===== src/rtl/spi_burst_pkg.sv =====
// Package: shared register offsets, control bit positions and engine states
// for the SPI burst master. Assumes byte offsets on an 8-bit address.
package spi_burst_pkg;
    localparam int ADDR_W   = 8;
    localparam int DATA_W   = 32;

    localparam logic [ADDR_W-1:0] OFS_CTRL  = 8'h00;
    localparam logic [ADDR_W-1:0] OFS_TXD   = 8'h04;
    localparam logic [ADDR_W-1:0] OFS_RXD   = 8'h08;
    localparam logic [ADDR_W-1:0] OFS_BLEN  = 8'h0C;
    localparam logic [ADDR_W-1:0] OFS_QCNT  = 8'h10;
    localparam logic [ADDR_W-1:0] OFS_STAT  = 8'h14;

    localparam int B_EN      = 0;
    localparam int B_MASTER  = 1;
    localparam int B_CPHA    = 2;
    localparam int B_CPOL    = 3;
    localparam int B_ACTLOW  = 4;
    localparam int B_TXFLUSH = 8;
    localparam int B_RXFLUSH = 9;
    localparam int B_GO      = 10;
    localparam int B_SEL_LSB = 12;
    localparam int B_MANUAL  = 16;
    localparam int B_LEVEL   = 17;

    typedef enum logic [1:0] {
        ST_IDLE = 2'd0,
        ST_LOAD = 2'd1,
        ST_WAIT = 2'd2
    } burst_state_e;
endpackage


===== src/rtl/spi_byte_fifo.sv =====
// Synchronous FIFO with fill count. Assumes one clock domain; a push when
// full and a pop when empty are ignored; flush clears it in one cycle and
// wins over a push or pop in the same cycle.
module spi_byte_fifo #(
    parameter int W     = 8,
    parameter int DEPTH = 64,
    localparam int AW   = (DEPTH > 1) ? $clog2(DEPTH) : 1,
    localparam int CW   = $clog2(DEPTH + 1)
) (
    input  logic          clk,
    input  logic          rst_n,
    input  logic          flush,
    input  logic          push,
    input  logic [W-1:0]  din,
    input  logic          pop,
    output logic [W-1:0]  dout,
    output logic [CW-1:0] count,
    output logic          full,
    output logic          empty
);
    logic [W-1:0]  mem [DEPTH];
    logic [AW-1:0] wptr, rptr;
    logic          do_push, do_pop;

    assign full    = (count == CW'(DEPTH));
    assign empty   = (count == '0);
    assign do_push = push && !full && !flush;
    assign do_pop  = pop && !empty && !flush;
    assign dout    = mem[rptr];

    // Storage write; contents need no reset.
    always_ff @(posedge clk) begin
        if (do_push) mem[wptr] <= din;
    end

    // Pointer and count bookkeeping with flush.
    always_ff @(posedge clk) begin
        if (!rst_n || flush) begin
            wptr  <= '0;
            rptr  <= '0;
            count <= '0;
        end else begin
            if (do_push) wptr <= (wptr == AW'(DEPTH - 1)) ? '0 : wptr + 1'b1;
            if (do_pop)  rptr <= (rptr == AW'(DEPTH - 1)) ? '0 : rptr + 1'b1;
            case ({do_push, do_pop})
                2'b10:   count <= count + 1'b1;
                2'b01:   count <= count - 1'b1;
                default: count <= count;
            endcase
        end
    end

    // the fill level never exceeds the depth.
    a_r11_no_overflow: assert property (@(posedge clk) disable iff (!rst_n)
        count <= CW'(DEPTH));

    // a flush leaves the queue empty on the next cycle.
    a_r9_flush_empties: assert property (@(posedge clk) disable iff (!rst_n)
        flush |=> (count == '0));
endmodule


===== src/rtl/spi_byte_shifter.sv =====
// One-byte SPI shift engine for all four clock modes. Assumes cpol and cpha
// stay constant while busy. Every tick while busy is one sclk half period;
// a byte takes 2*W ticks. done pulses for one cycle once rx_byte holds the
// full captured byte.
module spi_byte_shifter #(
    parameter int W   = 8,
    localparam int EW = $clog2(2 * W)
) (
    input  logic         clk,
    input  logic         rst_n,
    input  logic         cpol,
    input  logic         cpha,
    input  logic         tick,
    input  logic         start,
    input  logic [W-1:0] tx_byte,
    input  logic         miso,
    output logic         sclk,
    output logic         mosi,
    output logic         busy,
    output logic         done,
    output logic [W-1:0] rx_byte
);
    localparam logic [EW-1:0] LAST_EDGE = EW'(2 * W - 1);

    logic          sclk_q;
    logic [W-1:0]  sh;
    logic [EW-1:0] ecnt;

    assign sclk = busy ? sclk_q : cpol;

    // Edge sequencing: shift out and sample on the edges the mode selects.
    always_ff @(posedge clk) begin
        if (!rst_n) begin
            busy    <= 1'b0;
            done    <= 1'b0;
            sclk_q  <= 1'b0;
            mosi    <= 1'b0;
            sh      <= '0;
            rx_byte <= '0;
            ecnt    <= '0;
        end else begin
            done <= 1'b0;
            if (start && !busy) begin
                busy   <= 1'b1;
                ecnt   <= '0;
                sclk_q <= cpol;
                if (!cpha) begin
                    mosi <= tx_byte[W-1];
                    sh   <= {tx_byte[W-2:0], 1'b0};
                end else begin
                    sh   <= tx_byte;
                end
            end else if (busy && tick) begin
                sclk_q <= ~sclk_q;
                ecnt   <= ecnt + 1'b1;
                if (!ecnt[0]) begin
                    if (cpha) begin
                        mosi <= sh[W-1];
                        sh   <= {sh[W-2:0], 1'b0};
                    end else begin
                        rx_byte <= {rx_byte[W-2:0], miso};
                    end
                end else begin
                    if (cpha) begin
                        rx_byte <= {rx_byte[W-2:0], miso};
                    end else if (ecnt != LAST_EDGE) begin
                        mosi <= sh[W-1];
                        sh   <= {sh[W-2:0], 1'b0};
                    end
                end
                if (ecnt == LAST_EDGE) begin
                    busy <= 1'b0;
                    done <= 1'b1;
                end
            end
        end
    end

    // every tick during a byte moves sclk by one transition.
    a_r6_sclk_toggles: assert property (@(posedge clk) disable iff (!rst_n)
        (busy && tick && !start) |=> (sclk != $past(sclk)));
endmodule


===== src/rtl/spi_burst_master.sv =====
// SPI master burst engine: register decode, burst sequencer and chip-select
// drive around two byte queues and a byte shifter. Assumes software starts a
// burst only when idle and does not change the mode bits during a burst.
module spi_burst_master
    import spi_burst_pkg::*;
#(
    parameter int FIFO_DEPTH = 64,
    parameter int CNT_W      = 24,
    parameter int NCS        = 4,
    localparam int SEL_W     = (NCS > 1) ? $clog2(NCS) : 1,
    localparam int FCW       = $clog2(FIFO_DEPTH + 1)
) (
    input  logic              clk,
    input  logic              rst_n,
    input  logic              reg_wr,
    input  logic              reg_rd,
    input  logic [ADDR_W-1:0] reg_addr,
    input  logic [DATA_W-1:0] reg_wdata,
    output logic [DATA_W-1:0] reg_rdata,
    input  logic              sck_tick,
    input  logic              miso,
    output logic              sclk,
    output logic              mosi,
    output logic [NCS-1:0]    cs_o
);
    // Stored control fields.
    logic             en_q, master_q, cpha_q, cpol_q, actlow_q, manual_q, level_q;
    logic [SEL_W-1:0] sel_q;
    logic [CNT_W-1:0] blen_q, qcnt_q, idx_q;
    logic             running_q;
    burst_state_e     st_q;

    // Queue and shifter wiring.
    logic             tx_push, tx_pop, tx_flush, tx_full, tx_empty;
    logic [7:0]       tx_dout;
    logic [FCW-1:0]   tx_count_unused;
    logic             rx_push, rx_pop, rx_flush, rx_full_unused, rx_empty;
    logic [7:0]       rx_dout;
    logic [FCW-1:0]   rx_count;
    logic             sh_start, sh_busy, sh_done, use_tx;
    logic [7:0]       sh_tx, sh_rx;
    logic             wr_ctrl, go_req, unused_wdata;

    assign unused_wdata = ^reg_wdata[DATA_W-1:CNT_W];

    assign wr_ctrl  = reg_wr && (reg_addr == OFS_CTRL);
    assign tx_flush = wr_ctrl && reg_wdata[B_TXFLUSH];
    assign rx_flush = wr_ctrl && reg_wdata[B_RXFLUSH];
    assign go_req   = wr_ctrl && reg_wdata[B_GO] && reg_wdata[B_EN]
                      && reg_wdata[B_MASTER] && (blen_q != '0) && !running_q;
    assign tx_push  = reg_wr && (reg_addr == OFS_TXD);
    assign rx_pop   = reg_rd && (reg_addr == OFS_RXD) && !rx_empty;

    assign sh_start = (st_q == ST_LOAD);
    assign use_tx   = (idx_q < qcnt_q) && !tx_empty;
    assign tx_pop   = sh_start && use_tx;
    assign sh_tx    = use_tx ? tx_dout : 8'h00;
    assign rx_push  = (st_q == ST_WAIT) && sh_done;

    spi_byte_fifo #(.W(8), .DEPTH(FIFO_DEPTH)) u_txq (
        .clk(clk), .rst_n(rst_n), .flush(tx_flush), .push(tx_push),
        .din(reg_wdata[7:0]), .pop(tx_pop), .dout(tx_dout),
        .count(tx_count_unused), .full(tx_full), .empty(tx_empty)
    );

    spi_byte_fifo #(.W(8), .DEPTH(FIFO_DEPTH)) u_rxq (
        .clk(clk), .rst_n(rst_n), .flush(rx_flush), .push(rx_push),
        .din(sh_rx), .pop(rx_pop), .dout(rx_dout),
        .count(rx_count), .full(rx_full_unused), .empty(rx_empty)
    );

    spi_byte_shifter #(.W(8)) u_shift (
        .clk(clk), .rst_n(rst_n), .cpol(cpol_q), .cpha(cpha_q),
        .tick(sck_tick), .start(sh_start), .tx_byte(sh_tx), .miso(miso),
        .sclk(sclk), .mosi(mosi), .busy(sh_busy), .done(sh_done),
        .rx_byte(sh_rx)
    );

    // Register writes and the burst sequencer.
    always_ff @(posedge clk) begin
        if (!rst_n) begin
            en_q      <= 1'b0;
            master_q  <= 1'b0;
            cpha_q    <= 1'b0;
            cpol_q    <= 1'b0;
            actlow_q  <= 1'b0;
            manual_q  <= 1'b0;
            level_q   <= 1'b0;
            sel_q     <= '0;
            blen_q    <= '0;
            qcnt_q    <= '0;
            idx_q     <= '0;
            running_q <= 1'b0;
            st_q      <= ST_IDLE;
        end else begin
            if (wr_ctrl) begin
                en_q     <= reg_wdata[B_EN];
                master_q <= reg_wdata[B_MASTER];
                cpha_q   <= reg_wdata[B_CPHA];
                cpol_q   <= reg_wdata[B_CPOL];
                actlow_q <= reg_wdata[B_ACTLOW];
                manual_q <= reg_wdata[B_MANUAL];
                level_q  <= reg_wdata[B_LEVEL];
                sel_q    <= reg_wdata[B_SEL_LSB +: SEL_W];
            end
            if (reg_wr && reg_addr == OFS_BLEN) blen_q <= reg_wdata[CNT_W-1:0];
            if (reg_wr && reg_addr == OFS_QCNT) qcnt_q <= reg_wdata[CNT_W-1:0];
            if (go_req) begin
                running_q <= 1'b1;
                idx_q     <= '0;
                st_q      <= ST_LOAD;
            end
            case (st_q)
                ST_LOAD: st_q <= ST_WAIT;
                ST_WAIT: begin
                    if (sh_done) begin
                        idx_q <= idx_q + 1'b1;
                        if (idx_q + 1'b1 == blen_q) begin
                            running_q <= 1'b0;
                            st_q      <= ST_IDLE;
                        end else begin
                            st_q <= ST_LOAD;
                        end
                    end
                end
                default: ;
            endcase
        end
    end

    // Registered read data; the receive port pops on read.
    always_ff @(posedge clk) begin
        if (!rst_n) begin
            reg_rdata <= '0;
        end else if (reg_rd) begin
            reg_rdata <= '0;
            case (reg_addr)
                OFS_CTRL: begin
                    reg_rdata[B_EN]                 <= en_q;
                    reg_rdata[B_MASTER]             <= master_q;
                    reg_rdata[B_CPHA]               <= cpha_q;
                    reg_rdata[B_CPOL]               <= cpol_q;
                    reg_rdata[B_ACTLOW]             <= actlow_q;
                    reg_rdata[B_GO]                 <= running_q;
                    reg_rdata[B_SEL_LSB +: SEL_W]   <= sel_q;
                    reg_rdata[B_MANUAL]             <= manual_q;
                    reg_rdata[B_LEVEL]              <= level_q;
                end
                OFS_RXD:  reg_rdata[7:0]   <= rx_empty ? 8'h00 : rx_dout;
                OFS_BLEN: reg_rdata[CNT_W-1:0] <= blen_q;
                OFS_QCNT: reg_rdata[CNT_W-1:0] <= qcnt_q;
                OFS_STAT: reg_rdata[FCW-1:0]   <= rx_count;
                default:  ;
            endcase
        end
    end

    // Chip-select drive, one line per generate slot.
    for (genvar i = 0; i < NCS; i++) begin : g_cs
        always_comb begin
            if (sel_q == SEL_W'(i))
                cs_o[i] = manual_q ? level_q : (running_q ? ~actlow_q : actlow_q);
            else
                cs_o[i] = actlow_q;
        end
    end

    // the shifter only runs while a burst is in progress.
    a_r3_shift_in_burst: assert property (@(posedge clk) disable iff (!rst_n)
        sh_busy |-> running_q);

    // a byte only starts from a burst that was accepted.
    a_r10_start_needs_burst: assert property (@(posedge clk) disable iff (!rst_n)
        $rose(sh_busy) |-> $past(running_q));

    // in automatic mode at most one line leaves the inactive level.
    a_r7_single_cs: assert property (@(posedge clk) disable iff (!rst_n)
        !manual_q |-> ($countones(cs_o ^ {NCS{actlow_q}}) <= 1));

    // the transmit queue is never popped when empty.
    a_r11_tx_pop_ok: assert property (@(posedge clk) disable iff (!rst_n)
        tx_pop |-> !tx_empty);

    logic unused_flags;
    assign unused_flags = ^{tx_full, unused_wdata};
endmodule


===== config.mk =====
export PLATFORM = sky130hd
export DESIGN_NAME = spi_burst_master
export DESIGN_NICKNAME = d
export VERILOG_FILES = /design/src/rtl/spi_burst_pkg.sv /design/src/rtl/spi_byte_fifo.sv /design/src/rtl/spi_byte_shifter.sv /design/src/rtl/spi_burst_master.sv
export SDC_FILE = /design/constraint.sdc
export NUM_CORES = 1
export LEC_CHECK = 0
export BUFFER_PORTS_ARGS = -buffer_cell sky130_fd_sc_hd__buf_2
export CORE_MARGIN = 8
export CORE_UTILIZATION = 65
export CTS_BUF_LIST = sky130_fd_sc_hd__clkbuf_4 sky130_fd_sc_hd__clkbuf_8
export DETAILED_ROUTE_END_ITERATION = 6
export GPL_TIMING_DRIVEN = 0
export HOLD_SLACK_MARGIN = 0.1
export PLACE_DENSITY = 0.82
export SLEW_MARGIN = 30
export SYNTH_ARGS = -nofsm -noshare
export SYNTH_HDL_FRONTEND = slang
export SYNTH_SLANG_ARGS = --single-unit

===== constraint.sdc =====
create_clock -name clk -period 11.2 [get_ports clk]
set_input_delay 0.56 -clock clk [delete_from_list [all_inputs] [get_ports clk]]
set_output_delay 0.56 -clock clk [all_outputs]
set_load 0.01 [all_outputs]

Yosys cells after proc, flatten, opt, wreduce, memory -nomap -nowiden --
Memories as Yosys holds them, arrays and structs flattened. A register that Yosys moved wholly into a read port is not among the register bits. Cells that the tools add are included.
Word-level totals: register bits after elaboration 170, bits in latches 0, RAM bits 1024, memory bits (read-only) 0, input bits 46, output and inout bits 38, logic and storage cells 194, memories 2
Operators by class: $add $sub $neg 10, multiply operators 0, divide/modulo/power cells 0, magnitude comparators 1, equality and inequality tests 28, shifts and indexed selects 0, muxes and demuxes 67, bitwise gates (word level) 5, reduce and logical (&&, ||, !) cells 54
Memory list:
- u_rxq.mem | words 64, bits a word 8, rd ports 1, clocked after memory_dff 1, wr ports 1, RTL line spi_byte_fifo.sv:21 | logic [W-1:0] mem [DEPTH];
- u_txq.mem | words 64, bits a word 8, rd ports 1, clocked after memory_dff 1, wr ports 1, RTL line spi_byte_fifo.sv:21
Operator list (number):
- two-way mux 8 bit | 12
- two-way mux 24 bit | 3
- two-way mux 6 bit | 8
- two-way mux 1 bit | 29
- case mux 7 bit (2 select lines) | 2
- logical AND 1 bit | 26
- case mux 5 bit (5 select lines) | 1
- adder 24 x 1 -> 24 bit (second input constant) | 1
- adder 6 x 1 -> 6 bit (second input constant) | 4
- equality test 24 bit | 1
- equality test 6 bit (second input constant) | 4
- < comparator 24 bit | 1
- nonzero test 24 bit | 1
- equality test 8 x 4 -> 1 bit (second input constant) | 2
- equality test 8 x 5 -> 1 bit (second input constant) | 2
- adder 7 x 1 -> 7 bit (second input constant) | 2
- equality test 7 bit (second input constant) | 2
- zero test 7 bit | 2
- subtractor 7 x 1 -> 7 bit (second input constant) | 2
- case mux 2 bit (2 select lines) | 3
- case mux 2 bit (3 select lines) | 2
- case mux 6 bit (2 select lines) | 1
- equality test 2 bit (second input constant) | 5
- zero test 1 bit | 9
- other kinds (23) | 40

Depth between registers and ports, before layout --
Gate-level depths: netlist (run 1).
depth after elaboration 11, depth in mapped cells 18, gate-level depth less buffers 17

Hierarchy --
From an unflattened synthesis (run 1), not the netlist that was laid out.
Unflattened totals: cell total of the unflattened synthesis 3102, area, all modules 50459.6 sq um
Modules (own cells, without submodules):
- spi_byte_fifo at u_txq | times used 1, cells an instance 1050, area each 21468.1 sq um, seq. area each 15875.2 sq um
- spi_byte_fifo at u_rxq | times used 1, cells an instance 1082, area each 21246.6 sq um, seq. area each 15875.2 sq um
- spi_burst_master | times used 1, cells an instance 823, area each 6287.3 sq um, seq. area each 2162.1 sq um
- spi_byte_shifter | times used 1, cells an instance 147, area each 1457.6 sq um, seq. area each 480.5 sq um

Worst setup path before layout (run 1) --
OpenSTA, ideal clock, no wires.
path type input to register, start point in reg_addr[5], end point reg u_txq.count[4], library setup time 0.070 ns, arrival time 4.157 ns, required time 11.130 ns, path slack 6.973 ns, stages on the path 15, path buffers 1, cell sequence or4_4 -> nor4b_4 -> nand2_2 -> o21ai_0 -> nor3_2 -> ha_1 -> buf_1 -> xor2_1 -> ha_1 -> a21oi_1 -> and3b_1 -> a221oi_1 -> xor2_1 -> or3_1 -> a21oi_1
On the way: longest elaborated chain between the ends 7, elaborated cells on any way between the ends 14, those cells by class eq/ne: 3; mux: 1; reduce/logical: 10
Ends and longest elaborated chain:
- start, declared | RTL line spi_burst_master.sv:17 | input logic [ADDR_W-1:0] reg_addr,
- zero test 8 bit | RTL line spi_burst_master.sv:46 | assign wr_ctrl = reg_wr && (reg_addr == OFS_CTRL);
- logical AND 1 bit | RTL line spi_burst_master.sv:46
- logical AND 1 bit | RTL line spi_burst_master.sv:47 | assign tx_flush = wr_ctrl && reg_wdata[B_TXFLUSH];
- zero test 1 bit | RTL line spi_byte_fifo.sv:27, spi_byte_fifo.sv:28
- logical AND 1 bit, on equally long branches | RTL line spi_byte_fifo.sv:28, spi_byte_fifo.sv:27
- equality test 2 x 1 -> 1 bit or equality test 2 bit (tied branches) | RTL line spi_byte_fifo.sv:45 | case ({do_push, do_pop})
- case mux 7 bit (2 select lines) or nonzero test 2 bit (tied branches)
- end signal, assigned | RTL line spi_byte_fifo.sv:46 | 2'b10: count <= count + 1'b1;
- end signal, assigned | RTL line spi_byte_fifo.sv:47 | 2'b01: count <= count - 1'b1;
- end signal, assigned | RTL line spi_byte_fifo.sv:48 | default: count <= count;
- end, declared | RTL line spi_byte_fifo.sv:17 | output logic [CW-1:0] count,
Several ways; a longest one is shown, not always the timed one. A chain may end at the register's enable or synchronous reset.

Final worst setup path (run 1) --
start point reg idx_q[6], end point reg u_txq.count[4]
On the way: longest elaborated chain between the ends 7, elaborated cells on any way between the ends 9, those cells by class order compare: 1; eq/ne: 2; mux: 1; reduce/logical: 5
Ends and longest elaborated chain:
- start, declared | RTL line spi_burst_master.sv:29 | logic [CNT_W-1:0] blen_q, qcnt_q, idx_q;
- start signal, assigned | RTL line spi_burst_master.sv:117 | idx_q <= idx_q + 1'b1;
- < comparator 24 bit * | RTL line spi_burst_master.sv:55 | assign use_tx = (idx_q < qcnt_q) && !tx_empty;
- logical AND 1 bit * | RTL line spi_burst_master.sv:55
- logical AND 1 bit * | RTL line spi_burst_master.sv:56 | assign tx_pop = sh_start && use_tx;
- logical AND 1 bit * (2 in a row) | RTL line spi_byte_fifo.sv:28 | assign do_pop = pop && !empty && !flush;
- equality test 2 x 1 -> 1 bit or equality test 2 bit (tied branches) | RTL line spi_byte_fifo.sv:45
- case mux 7 bit (2 select lines) or nonzero test 2 bit (tied branches)
Every way passes the cells marked *; elsewhere a longest branch is shown, timed or not.

==> impl_metrics.json, run 1 <==
{
  "routed_wl_mm": 128,
  "drive_gt1_share_pct": 22.5,
  "syn_inst": 2930,
  "tightest_slew_ps": 1120,
  "met2_usage_pct": 47.3,
  "avgViaCountPerCell": 6.92,
  "final_nets": 3296,
  "busiest_layer": "met2",
  "cts_max_level": 4,
  "setup_viol": 0,
  "worstPathRequired_ps": 11990,
  "grt_max_degree": 69,
  "synth_ff_type": "edfxtp_1",
  "ir_drop_uv": 198,
  "utilization_pct": 73.4,
  "setup_slack_ps": 6170,
  "ioPinCount": 84,
  "reg2reg_to": "u_txq.count[4]",
  "use_met3_pct": 7.84,
  "drc_errors": 11,
  "holdPathEnd": "reg_rdata[5]",
  "skew_ps": 58.6,
  "die-area_um2": 84600,
  "track_usage_pct": 29.6,
  "maxCapViolations": 0,
  "yosys_warnings": 0,
  "layout.cells.most_common": "edfxtp_1",
  "r2r-start": "idx_q[6]",
  "hold_path_depth": 4,
  "critPathCaptureType": "flip-flop",
  "hold_ws_ps": 261,
  "clock_sink_count": 1206,
  "met1_usage_pct": 37.4,
  "synth_top_cell_area_share_pct": 62.6,
  "ys_seq_elements": 1206,
  "clk_path_buf_depth": 3,
  "hold_viol": 0,
  "fmax_mhz": 199,
  "numCtsBuffers": 180,
  "die_h_um": 291,
  "overflow": 0,
  "root_buffer": "clkbuf_8",
  "postRouteAntennaNets": 0,
  "vias": 29900,
  "async_flop_share_pct": 0,
  "tns_ps": 0,
  "first_global_vias": 29900,
  "globalplace.congestion": 0.950,
  "drt_iter0_markers": 4074,
  "port_buffers": 67,
  "slew_headroom_pct": 25.4,
  "coreArea_um2": 74600,
  "failed_checks": "DRC",
  "insertion_delay_ps": 870,
  "startpoint": "idx_q[6]",
  "rrSetupSlack_ps": 6170,
  "slowest_delay_ps": 550,
  "slowest_stage": "dfxtp_1",
  "hpwlAfterDp_mm": 82.8,
  "grt_setup_unrepaired": "no",
  "yosysSeqAreaShare_pct": 70.0,
  "critical_path_class": "reg2reg",
  "cp.arrival_ps": 5810,
  "min_from": "reg_rd",
  "worst_path_most_repeated_cell": "ha_1",
  "hp-class": "in2reg",
  "synth-edff-count": 1024,
  "wl_per_cell_um": 29.5,
  "area_growth_pct": 11.4,
  "slew_violations": 0,
  "antenna_found_initial": 3,
  "die_w_um": 291,
  "synth.cell_area_um2": 49100,
  "cts_tree": "yes",
  "post-place-ws_ps": 6030,
  "r2r.worst_path.cells": 16,
  "yosys.area.top_type": "edfxtp_1",
  "leakage_nw": 18.0,
  "period_share_pct": 44.9,
  "path_clk_slew_ps": 60,
  "dr.pass1.iters": 7,
  "avgSynthCellArea_um2": 16.8,
  "row_count": 100,
  "p_per_area_nw_per_um2": 156,
  "final_cell_mix": "edfxtp_1 (1024), mux4_2 (274), nor2_1 (246), nand2_1 (206), clkbuf_8 (196)",
  "period_minus_slack_ps": 5030,
  "ys_types": 85,
  "grt_pass1_wl_mm": 186,
  "start_kind": "flip-flop",
  "post_cts_buffers": 0,
  "status": "finished, violations left",
  "post_cts_resized": 0,
  "initial_utilization_pct": 65.8,
  "path_max_fanout": 10,
  "synth_top_cells_by_area": "edfxtp_1 (63%), mux4_2 (13%), dfxtp_1 (7.4%), nor2_1 (1.9%), nand2_1 (1.6%)",
  "worstPathCellList": "ha_1 > nand2_1 > o21ai_0 > a221o_1 > o31a_1 > nor3_2 > ha_1 > buf_1 > xor2_1 > ha_1 > a21oi_1 > and3b_1 > a221oi_1 > xor2_1 > or3_1 > a21oi_1"
}
==> critical path: cells and delay by family (launching register included) <==
family                     cells  cell delay [ps]
buffers and inverters          1              430
adders and majority gates      3              880
DFF                            1              550
AOI/OAI and AO/OA              6             1720
xor gates and xnor gates       2              280
and+or+nand+nor                4             1110
==> report_power, final <==
part           internal, mW  total [mW]  leakage (nW)  switching [mW]
registers              4.83        4.83          11.4         0.00129
logic                0.0192      0.0899          4.60          0.0707
clock network          1.94        3.64          1.94            1.70
==> synthesized netlist by cell type, types with 10 or more instances <==
library cell,n
a211oi_1,11
a21oi_1,149
a221oi_1,14
a22oi_1,31
a31oi_1,16
and2_1,15
and3_1,15
buf_1,17
buf_2,32
buf_4,16
buf_6,10
clkbuf_1,97
dfxtp_1,182
edfxtp_1,1024
ha_1,40
inv_1,50
mux2i_1,34
mux4_1,14
mux4_2,274
nand2_1,206
nand2b_1,11
nand3_1,32
nand3b_1,18
nand4_1,20
nor2_1,249
nor2b_1,13
nor3_1,25
nor4_1,25
o211ai_1,13
o21ai_0,44
o22ai_1,49
or3_1,10
xnor2_1,20
xor2_1,32
==> worst max-delay path by stage <==
stage	to	slack [ps]	cells after the start
global placement	u_txq.count[4]	6240	16
detailed placement	u_txq.count[4]	6030	16
global route	u_txq.count[4]	5820	16
finish	u_txq.count[4]	6170	16
floorplan	u_txq.count[4]	6970	15
CTS	u_txq.count[4]	6210	17
==> state kept, by name (all words and copies together), names as in the netlist, 2 cells and up, named ones only <==
register,count
u_txq.count,7
u_txq.mem,512
u_rxq.mem,512
u_txq.rptr,6
st_q,2
u_shift.ecnt,4
u_shift.rx_byte,8
u_rxq.count,7
u_txq.wptr,6
blen_q,24
u_rxq.rptr,6
qcnt_q,24
reg_rdata,24
u_rxq.wptr,6
u_shift.sh,8
sel_q,2
idx_q,24
==> metrics by stage <==
stage | area [um^2] | instances | total power [mW]
after floorplan | 49100 | 2937 | 4.95
after global placement | 50700 | 3973 | 5.01
after detailed placement | 50800 | 3977 | 5.01
after CTS | 54700 | 4318 | 8.57
after global routing | 54700 | 4320 | 8.76
final | 54700 | 4320 | 8.56
==> cells by family (layout without fill, tap and decap cells) <==
logic type	after synthesis	after routing	share of synthesized area [%]
AND/OR/NAND/NOR	687	687	6.70
multiplexers	324	324	14.1
XOR/XNOR	52	52	0.928
AO/OA/AOI/OAI	392	392	5.10
adder cells (fa/ha/maj)	41	41	1.06
flip-flops	1206	1206	70.0
other	1	10	0.00764
buffers and inverters	227	639	2.11
==> cell type report <==
| cell class | instances | area, um^2 |
|---|---|---|
| repair buffers | 90 | 639 |
| multi-input cells | 1504 | 13700 |
| clock inverters | 52 | 414 |
| flip-flops and latches | 1206 | 34400 |
| fillers | 4244 | 19900 |
| diodes | 2 | 5.00 |
| clock buffers | 270 | 3250 |
| plain buffers | 176 | 853 |
| well taps | 969 | 1210 |
| inverters | 51 | 191 |
==> routing by layer <==
metal | wire length [um] | share of wire [%] | vias up
met5 | 13 | 0.010 | -
li1 | - | - | 12200
met1 | 44700 | 35 | 14800
met4 | 7170 | 5.6 | 2
met2 | 60800 | 48 | 2374
met3 | 14900 | 12 | 510
==> timing repair <==
action | CTS | global route
endpoints found under the hold margin | 41 | 0
setup endpoints to repair | 0 | 0
hold buffers | 19 | 0
Note: power is estimated with default switching activity, not from simulation.
==> run 2: changes to the inputs <==
- CORE_UTILIZATION: 65 -> 59
- PLACE_DENSITY: 0.82 -> 0.78
- clock period: 11.2 -> 4.36 ns (I/O delays scaled with it)
==> run 2 against run 1 <==
The run now ends clean. Hold slack worse by 91 ps. Non-clock buffer count is 26 higher. Critical endpoint is now u_txq.mem[42][1]. Clock skew is 2.1 ps lower. Cell count is 3.3% higher. Via count is 1.7% lower. Combinational power grew to 2.7 times the previous value. Global-route usage is 2.9 points lower. Largest cell class unchanged.
==> impl_metrics.json, run 2 (synthesized netlist as in run 1, its figures left out) <==
{
  "area_growth_pct": 12.0,
  "post-place-ws_ps": -555,
  "coreArea_um2": 83000,
  "drt_iter0_markers": 3909,
  "drive_gt1_share_pct": 21.8,
  "slew_violations": 0,
  "tightest_slew_ps": 1130,
  "setup_viol": 0,
  "ir_drop_uv": 373,
  "fmax_mhz": 240,
  "die_h_um": 304,
  "ioPinCount": 84,
  "postRouteAntennaNets": 0,
  "hold_path_depth": 4,
  "period_share_pct": 95.4,
  "cp_top_family": "simple AND/OR/NAND/NOR gates",
  "drc_errors": 0,
  "final_cell_mix": "edfxtp_1 (1024), mux4_2 (274), nor2_1 (248), nand2_1 (206), clkbuf_8 (187)",
  "p_per_area_nw_per_um2": 395,
  "layout.cells.most_common": "edfxtp_1",
  "leakage_nw": 17.7,
  "multi_input_area_um2": 13700,
  "slowest_delay_ps": 940,
  "period_minus_slack_ps": 4160,
  "r2r.worst_path.cells": 18,
  "grt_pass1_wl_mm": 185,
  "antenna_found_initial": 4,
  "avgViaCountPerCell": 6.58,
  "p_comb_share_pct": 1.1,
  "clkPwrFrac_pct": 41.8,
  "cts_tree": "yes",
  "holdPathEnd": "qcnt_q[18]",
  "critical_path_class": "in2reg",
  "overflow": 0,
  "port_buffers": 67,
  "hp-class": "in2reg",
  "maxCapViolations": 0,
  "critPathCaptureType": "flip-flop",
  "setup_slack_ps": 200,
  "cp_num_buf_inv": 3,
  "worstPathCellList": "dlygate4sd3_1 > buf_2 > or4_4 > nor4b_4 > dlygate4sd3_1 > nand2_2 > nor2_1 > nand3b_1 > nor2_1",
  "first_global_vias": 29100,
  "path_max_fanout": 8,
  "reg2reg_to": "u_txq.count[6]",
  "cp.arrival_ps": 4610,
  "start_kind": "input pin",
  "status": "finished clean",
  "wl_per_cell_um": 28.0,
  "die-area_um2": 92700,
  "hold_viol": 0,
  "clock_sink_count": 1206,
  "r2r-start": "qcnt_q[5]",
  "root_buffer": "clkbuf_8",
  "track_usage_pct": 26.6,
  "slew_headroom_pct": 24.8,
  "utilization_pct": 66.2,
  "numCtsBuffers": 182,
  "insertion_delay_ps": 880,
  "top_regs": "u_rxq.mem (512), u_txq.mem (512)",
  "slowest_stage": "nor2_1",
  "routed_wl_mm": 125,
  "min_from": "reg_wdata[18]",
  "clk_path_buf_depth": 3,
  "cts_max_level": 4,
  "vias": 29400,
  "rrSetupSlack_ps": 230,
  "p_sw_mw": 4.56,
  "initial_utilization_pct": 59.1,
  "skew_ps": 56.5,
  "grt_setup_unrepaired": "no",
  "ff_latch_area_um2": 34400,
  "globalplace.congestion": 0.941,
  "dr.pass1.iters": 6,
  "row_count": 106,
  "grt_max_degree": 69,
  "switching_share_pct": 21.0,
  "p_seq_share_pct": 57.1,
  "tns_ps": 0,
  "die_w_um": 304,
  "worstPathRequired_ps": 4810,
  "fillers": 5347,
  "path_clk_slew_ps": 60,
  "p_int_mw": 17.2,
  "final_nets": 3324,
  "hpwlAfterDp_mm": 81.3
}
run 2: what timing repair did:
action                                  4_1_cts  5_1_grt
endpoints found under the setup margin        3        3
gates cloned                                  0        0
gates resized for setup                       3        5
setup buffers                                 1        1
pin swaps                                     1        1
hold buffers                                 45        0
hold endpoints to repair                    630        0
run 2: cell type report:
cell class / instances / area share [%]
buffer: 176 / 1.56
multi-input combinational: 1504 / 25.0
antenna: 4 / 0.0182
timing repair buffer: 116 / 1.55
clock inverter: 82 / 1.02
sequential: 1206 / 62.6
tap: 1080 / 2.46
clock buffer: 244 / 5.46
inverter: 51 / 0.348
run 2: worst min-delay path: stages:
cell and delay [ps]:
dlygate4sd3_1 540, buf_2 130, nand2_1 50, a21oi_1 50
run 2: how the worst max path moves through the flow:
stage                startpoint                to  slack [ps]  depth (start not counted)
CTS                   qcnt_q[5]    u_txq.count[4]          20                         17
global route          qcnt_q[5]    u_txq.count[4]          10                         17
global placement      qcnt_q[7]    u_txq.count[6]        -430                         18
floorplan             qcnt_q[7]    u_txq.count[4]         220                         17
detailed placement     idx_q[6]    u_txq.count[4]        -560                         16
finish              reg_addr[1]  u_txq.mem[42][1]         200                          9
run 2: per-stage QoR:
step | cells | instance area, um^2 | hold slack [ps] | total power [mW]
6_report | 4463 | 55000 | 170 | 21.7
5_1_grt | 4463 | 55000 | 149 | 22.3
4_1_cts | 4457 | 54900 | 100 | 21.8
3_5_place_dp | 4085 | 50900 | 463 | 12.9
3_3_place_gp | 4084 | 50800 | 446 | 12.9
2_1_floorplan | 2937 | 49100 | 317 | 12.7
run 2: routing by layer:
metal	wire length, um	share of wire, %	vias to the layer above	GRT usage (%)
met5	0	0	-	0
met4	5630	4.5	0	12.0
met1	46300	37	14700	35.5
met3	13100	11	391	6.24
li1	-	-	12300	-
met2	59800	48	2022	42.2
run 2: power by group through the flow:
stage | Clock, mW | Sequential (mW) | Combinational (mW)
detailed placement | 0 | 12.7 | 0.201
global route | 9.63 | 12.4 | 0.249
CTS | 9.16 | 12.4 | 0.229
global placement | 0 | 12.7 | 0.189
floorplan | 0 | 12.7 | 0.0527
finish | 9.08 | 12.4 | 0.239
